[config.mk]
export PLATFORM = sky130hd
export DESIGN_NAME = perfctr_unit
export DESIGN_NICKNAME = d
export VERILOG_FILES = /design/src/rtl/perfctr_pkg.sv /design/src/rtl/perfctr_slice.sv /design/src/rtl/perfctr_readmux.sv /design/src/rtl/perfctr_unit.sv
export SDC_FILE = /design/constraint.sdc
export NUM_CORES = 1
export LEC_CHECK = 0
export BUFFER_PORTS_ARGS = -buffer_cell sky130_fd_sc_hd__buf_4
export CORE_MARGIN = 2
export CORE_UTILIZATION = 50
export CTS_CLUSTER_DIAMETER = 120
export DETAILED_ROUTE_END_ITERATION = 12
export PLACE_DENSITY_LB_ADDON = 0.08
export SYNTH_ARGS = -nofsm -noshare
export SYNTH_HDL_FRONTEND = slang
export SYNTH_SLANG_ARGS = --single-unit
[constraint.sdc]
create_clock -name clk_i -period 3 [get_ports clk_i]
set_input_delay 0.3 -clock clk_i [delete_from_list [all_inputs] [get_ports clk_i]]
set_output_delay 0.3 -clock clk_i [all_outputs]
set_load 0.02 [all_outputs]
[src/rtl/perfctr_pkg.sv]
`timescale 1ns/1ps
package perfctr_pkg;
    // word addresses of the two control words; counters live in the upper half of the map
    localparam int ADDR_CTRL = 0;
    localparam int ADDR_STAT = 1;
    // control word layout
    localparam int EN_BIT    = 0;
    localparam int SPLIT_LSB = 4;

    typedef enum logic [1:0] {
        ACC_NONE,
        ACC_CTRL,
        ACC_STAT,
        ACC_CNT
    } acc_e;
endpackage

[src/rtl/perfctr_slice.sv]
`timescale 1ns/1ps
module perfctr_slice #(
    parameter int CW = 32
) (
    input  logic          clk_i,
    input  logic          rst_ni,
    input  logic          split_i,
    input  logic          en_i,
    input  logic          commit_i,
    input  logic          wr_i,
    input  logic          wr_upper_i,
    input  logic [CW-1:0] wdata_i,
    input  logic          ev_hi_i,
    input  logic          ev_lo_i,
    output logic [CW-1:0] view_o,
    output logic [CW-1:0] live_o,
    output logic          pend_o,
    output logic          wrap_hi_o,
    output logic          wrap_lo_o
);
    localparam int HW = CW / 2;

    typedef struct packed {
        logic [CW-1:0] live;
        logic [CW-1:0] latch;
        logic          pend;
    } slice_t;

    slice_t        s_q, s_d;
    logic [CW-1:0] base_w, merged_w, counted_w;
    logic [HW-1:0] hi_cur, lo_cur, hi_nxt, lo_nxt;
    logic          inc_hi, inc_lo;

    always_comb begin
        inc_hi = en_i & ev_hi_i;
        inc_lo = en_i & ev_lo_i;
        hi_cur = s_q.live[CW-1:HW];
        lo_cur = s_q.live[HW-1:0];
        hi_nxt = hi_cur + {{(HW-1){1'b0}}, inc_hi};
        lo_nxt = lo_cur + {{(HW-1){1'b0}}, inc_lo};

        // counting path: halves are independent in split mode
        if (split_i) begin
            counted_w = {hi_nxt, lo_nxt};
            wrap_hi_o = inc_hi & (&hi_cur);
            wrap_lo_o = inc_lo & (&lo_cur);
        end else begin
            counted_w = s_q.live + {{(CW-1){1'b0}}, inc_hi};
            wrap_hi_o = inc_hi & (&s_q.live);
            wrap_lo_o = 1'b0;
        end

        // merge base for a half-width write: newest known value
        base_w = s_q.pend ? s_q.latch : s_q.live;
        if (!split_i) begin
            merged_w = wdata_i;
        end else if (wr_upper_i) begin
            merged_w = {wdata_i[HW-1:0], base_w[HW-1:0]};
        end else begin
            merged_w = {base_w[CW-1:HW], wdata_i[HW-1:0]};
        end

        s_d = s_q;
        if (commit_i && s_q.pend) begin
            s_d.live  = s_q.latch;
            s_d.pend  = 1'b0;
            wrap_hi_o = 1'b0;
            wrap_lo_o = 1'b0;
        end else begin
            s_d.live = counted_w;
        end
        if (wr_i) begin
            s_d.latch = merged_w;
            s_d.pend  = 1'b1;
        end

        view_o = (s_q.pend && !en_i) ? s_q.latch : s_q.live;
        live_o = s_q.live;
        pend_o = s_q.pend;
    end

    always_ff @(posedge clk_i) begin
        if (!rst_ni) begin
            s_q <= '0;
        end else begin
            s_q <= s_d;
        end
    end
endmodule

[src/rtl/perfctr_readmux.sv]
`timescale 1ns/1ps
module perfctr_readmux
    import perfctr_pkg::*;
#(
    parameter int NPHYS = 4,
    parameter int CW    = 32,
    parameter int NLOG  = 2 * NPHYS,
    parameter int AW    = $clog2(NLOG) + 1
) (
    input  logic [AW-1:0]             addr_i,
    input  logic [CW-1:0]             ctrl_i,
    input  logic [NLOG-1:0]           mask_i,
    input  logic [NLOG-1:0]           flags_i,
    input  logic [NPHYS-1:0][CW-1:0]  view_i,
    input  logic [NPHYS-1:0]          split_i,
    output logic [CW-1:0]             value_o
);
    localparam int PW = $clog2(NPHYS);
    localparam int IW = AW - 1;
    localparam int HW = CW / 2;

    logic [IW-1:0] idx;
    logic [PW-1:0] phys;
    logic [CW-1:0] pv;

    always_comb begin
        idx     = addr_i[IW-1:0];
        phys    = idx[PW-1:0];
        pv      = view_i[phys];
        value_o = '0;
        if (addr_i[AW-1]) begin
            if (split_i[phys]) begin
                value_o = idx[PW] ? {{HW{1'b0}}, pv[HW-1:0]}
                                  : {{HW{1'b0}}, pv[CW-1:HW]};
            end else begin
                value_o = pv;
            end
        end else if (addr_i == AW'(ADDR_CTRL)) begin
            value_o = ctrl_i;
        end else if (addr_i == AW'(ADDR_STAT)) begin
            value_o = CW'({mask_i, flags_i});
        end
    end
endmodule

[src/rtl/perfctr_unit.sv]
`timescale 1ns/1ps
module perfctr_unit
    import perfctr_pkg::*;
#(
    parameter int NPHYS = 4,
    parameter int CW    = 32,
    parameter int NLOG  = 2 * NPHYS,
    parameter int AW    = $clog2(NLOG) + 1
) (
    input  logic            clk_i,
    input  logic            rst_ni,
    input  logic            wr_en_i,
    input  logic            rd_en_i,
    input  logic [AW-1:0]   addr_i,
    input  logic [CW-1:0]   wdata_i,
    output logic [CW-1:0]   rdata_o,
    input  logic [NLOG-1:0] event_i,
    output logic            irq_o
);
    localparam int PW = $clog2(NPHYS);
    localparam int IW = AW - 1;
    localparam logic [CW-1:0] CTRL_MASK =
        (((CW'(1) << NPHYS) - CW'(1)) << SPLIT_LSB) | (CW'(1) << EN_BIT);

    typedef struct packed {
        logic [CW-1:0]   ctrl;
        logic [NLOG-1:0] mask;
        logic [NLOG-1:0] flags;
        logic [CW-1:0]   rdata;
    } regs_t;

    regs_t                    r_q, r_d;
    acc_e                     sel;
    logic                     run_en, commit, wr_cnt;
    logic [NPHYS-1:0]         split;
    logic [IW-1:0]            cnt_idx;
    logic [NPHYS-1:0][CW-1:0] view_arr, live_arr;
    logic [NPHYS-1:0]         pend_vec, wrap_hi, wrap_lo;
    logic [NLOG-1:0]          wrap_vec;
    logic [CW-1:0]            rd_val;

    always_comb begin
        if (addr_i[AW-1])                     sel = ACC_CNT;
        else if (addr_i == AW'(ADDR_CTRL))    sel = ACC_CTRL;
        else if (addr_i == AW'(ADDR_STAT))    sel = ACC_STAT;
        else                                  sel = ACC_NONE;
    end

    assign run_en   = r_q.ctrl[EN_BIT];
    assign split    = r_q.ctrl[SPLIT_LSB +: NPHYS];
    assign commit   = wr_en_i && (sel == ACC_CTRL) && wdata_i[EN_BIT];
    assign wr_cnt   = wr_en_i && (sel == ACC_CNT);
    assign cnt_idx  = addr_i[IW-1:0];
    assign wrap_vec = {wrap_lo, wrap_hi};

    for (genvar n = 0; n < NPHYS; n++) begin : g_slice
        perfctr_slice #(.CW(CW)) u_slice (
            .clk_i      (clk_i),
            .rst_ni     (rst_ni),
            .split_i    (split[n]),
            .en_i       (run_en),
            .commit_i   (commit),
            .wr_i       (wr_cnt && (cnt_idx[PW-1:0] == PW'(n))),
            .wr_upper_i (!cnt_idx[PW]),
            .wdata_i    (wdata_i),
            .ev_hi_i    (event_i[n]),
            .ev_lo_i    (event_i[n+NPHYS]),
            .view_o     (view_arr[n]),
            .live_o     (live_arr[n]),
            .pend_o     (pend_vec[n]),
            .wrap_hi_o  (wrap_hi[n]),
            .wrap_lo_o  (wrap_lo[n])
        );
    end

    perfctr_readmux #(.NPHYS(NPHYS), .CW(CW), .NLOG(NLOG), .AW(AW)) u_rdmux (
        .addr_i  (addr_i),
        .ctrl_i  (r_q.ctrl),
        .mask_i  (r_q.mask),
        .flags_i (r_q.flags),
        .view_i  (view_arr),
        .split_i (split),
        .value_o (rd_val)
    );

    always_comb begin
        r_d = r_q;
        if (wr_en_i && sel == ACC_CTRL) r_d.ctrl = wdata_i & CTRL_MASK;
        if (wr_en_i && sel == ACC_STAT) r_d.mask = wdata_i[NLOG-1:0];
        // read-to-clear first, fresh wraps win
        r_d.flags = ((rd_en_i && sel == ACC_STAT) ? '0 : r_q.flags) | wrap_vec;
        if (rd_en_i) r_d.rdata = rd_val;
    end

    always_ff @(posedge clk_i) begin
        if (!rst_ni) begin
            r_q <= '0;
        end else begin
            r_q <= r_d;
        end
    end

    assign rdata_o = r_q.rdata;
    assign irq_o   = |(r_q.flags & r_q.mask);
endmodule

==> metrics <==
initial cell density of the core=51.0%; TritonRoute pass-1 iters=6; DR DRC count=0; Max Cap Violations=0; Die Span Y=197 microns; Synth Warn #=0; CTS Buf Count=38; first-pass GRT wire length=103,000 microns; outcome=complete, no violations; Routed Wire Length=67,200 microns; pwr dens=473 nW/um^2; Cells after Synth=2,345; worst-margin pin slew=1.29 ns; worst r2r src=r_q[48]$_SDFFE_PN0P_; Worst R2R End=rdata_o[10]$_SDFFE_PN0P_; Setup WS pre-CTS=0.237 ns; # IOs=81; vias per cell=6.56; Placer Congestion=0.955; placed cells=2,721; largest net degree at the start of global routing=93; CTS Hold Bufs=0; Clock Pin Slew Worst Setup and Hold Paths=0.06 ns; port bufs=80; share of cells above drive strength 1=11.7%; gr busiest metal=met2; register bit total from synthesis=313; count of pins over their slew limit=0; Top FF cell, synth=dfxtp_1; endpoints failing hold=0; Hold Startpoint=wdata_i[2]; Fill cells=3,416; sequential fraction of the synthesis area=33.5%; Hold Crit Class=input port to register; Clock Path Buffers=3; Final ANT Viol Nets=0; FMAX=0.359 GHz; final worst slack=0.218 ns; Worst Reg-to-Reg Cells=6; ant diodes=0; grt ovf=0; setup slack, reg-to-reg=0.22 ns; drt initial violations=1,765; Syn Nets=2,417; Clk Tree Root Cell=clkbuf_16; Tot Pwr=9840 uW; LEAKAGE=0.00766 uW; Cell Area, Synth=18,700 sq um; Tmin final=2.78 ns; Syn-to-layout area delta=11.2%; Worst EP required=3.49 ns; die area=39,000 sq um; RSZ-0062 raised after global routing=false; worst skew pair latency=0.57 ns; core region area=36,700 sq um; worst path arrival time=3.27 ns; clock sinks=313; row cnt=70; VDD IR max=0.000362 V; vias in the first global route=16,900; Layout Skew=0.0210 ns; Post-layout nets=2,365; Hold EP=r_q[42]$_SDFFE_PN0P_; share of flip-flops with an asynchronous set or reset=0%; Avg Cell Area, Syn=7.98 sq um; CP endpoint kind=register; Setup-failing EPs final=0; Worst slew margin=13.4%; CTS tree=yes; die width=197 microns; Crit Path Max Fanout=58; Tcrit/Tclk final=92.7%; Post-CTS Setup Inserts=0; WHS=0.0939 ns; M1 GR Usage=46.4%; met2 Use GR=52.6%; GR Util All Layers=34.4%; Netlist cell types=74; Routed WL per cell=24.1 microns; routed via count=18,300; worst hold stages=3; met3 Resource Use GR=7.24%; DP HPWL=47,800 microns; initial antenna violation count=1; Finished Layout Cells=2,790; depth of the CTS H-tree=2; Post-synth EDFFs=0; critical path type=register to register; CP startpoint kind=register; # resized after CTS=0; Final TNS setup=0 ns
==> critical path, cell delays in order, from the launching register on <==
cell and delay [ns]:
dfxtp_2 0.34, buf_12 0.25, nand2b_1 0.51, a211oi_1 0.22, nor4_1 1.01, nand2_1 0.18, o211ai_1 0.15
==> power by group <==
part / switching [uW] / internal (uW)
registers: 60.6 / 4220
clock network: 1940 / 2820
logic: 549 / 244
total: 2550 / 7290
==> synth_stat cells, drive strengths merged (8+ instances only) <==
cell type	instances	area share (%)
a211oi	220	8.8
nand2	116	2.3
or2	8	0.27
xor2	29	1.4
a311oi	22	1.0
o21ai	86	2.3
nand2b	11	0.37
a311o	9	0.48
nand4	44	1.6
ha	24	1.6
and3	23	0.78
and4	12	0.56
mux2	8	0.48
nor4	31	1.0
dfxtp	313	34
buf	54	1.9
clkbuf	192	3.9
xnor2	25	1.2
and3b	44	2.1
nand3	80	2.2
a31oi	34	1.1
a21oi	176	4.7
o22ai	35	1.2
mux2i	165	8.8
or4	21	0.86
a22oi	17	0.68
and2	12	0.40
or3	35	1.2
nor2b	25	0.84
nor2	319	6.4
o31ai	16	0.64
nor3	38	1.0
o211ai	17	0.68
inv	24	0.48
==> through the flow <==
| step | cell area, sq um | util (%) |
|---|---|---|
| floorplan | 18700 | - |
| detailed placement | 19500 | 53.2 |
| finish | 20800 | 56.7 |
| global placement | 19500 | 53.2 |
| global route | 20800 | 56.7 |
| CTS | 20800 | 56.7 |
==> worst max-delay path by stage <==
stage	start	endpoint	slack, ns	depth (start not counted)
2_1_floorplan	r_q[48]$_SDFFE_PN0P_	g_slice[0].u_slice.live_o[28]$_SDFF_PN0_	0.14	11
3_3_place_gp	event_i[0]	g_slice[0].u_slice.live_o[30]$_SDFF_PN0_	0.27	9
3_5_place_dp	event_i[0]	g_slice[0].u_slice.live_o[30]$_SDFF_PN0_	0.24	9
4_1_cts	r_q[48]$_SDFFE_PN0P_	g_slice[0].u_slice.live_o[30]$_SDFF_PN0_	0.25	8
5_1_grt	r_q[48]$_SDFFE_PN0P_	g_slice[3].u_slice.live_o[30]$_SDFF_PN0_	0.11	8
6_report	r_q[48]$_SDFFE_PN0P_	rdata_o[10]$_SDFFE_PN0P_	0.22	6
==> logic make-up (layout without fill, tap and decap cells) <==
| family | count (synthesis) | in the layout | share of synthesized area (%) |
|---|---|---|---|
| compound gates | 668 | 668 | 23.4 |
| xor+xnor | 54 | 54 | 2.53 |
| fa+ha+maj | 24 | 24 | 1.61 |
| buf+inv | 272 | 249 | 6.31 |
| flops | 313 | 313 | 33.5 |
| mux | 179 | 179 | 10.0 |
| simple gates | 835 | 835 | 22.6 |
==> registers in the layout (all words and copies together), names as in the netlist <==
signal / flops
g_slice.u_slice.live_o: 128
g_slice.u_slice.pend_o: 4
rdata_o: 32
r_q: 21
g_slice.u_slice.s_q: 128
==> layout by cell type, fill, tap and decap left out, types with 44 or more instances in the layout <==
| cell type | synthesis | final |
|---|---|---|
| a21oi_1 | 176 | 172 |
| buf_4 | 32 | 146 |
| and3b_1 | 44 | 44 |
| mux2i_1 | 165 | 165 |
| a211oi_1 | 220 | 220 |
| dfxtp_1 | 313 | 309 |
| nand3_1 | 79 | 79 |
| o21ai_0 | 85 | 85 |
| nor2_1 | 319 | 318 |
| nand2_1 | 116 | 116 |
==> layout make-up <==
cell class,count,area [sq um],area share (%)
clock buffers,52,1090,5.26
clock inverters,17,185,0.890
inverters,26,105,0.505
multi-input cells,1760,11300,54.3
flip-flops and latches,313,6270,30.2
well taps,468,586,2.82
repair buffers,154,1260,6.04
==> layer usage <==
layer,wire [microns],up-vias
li1,-,8596
met1,28400,8697
met2,29400,833
met3,5950,184
met4,3520,0
met5,0,-
(Power assumes the default switching activity.)
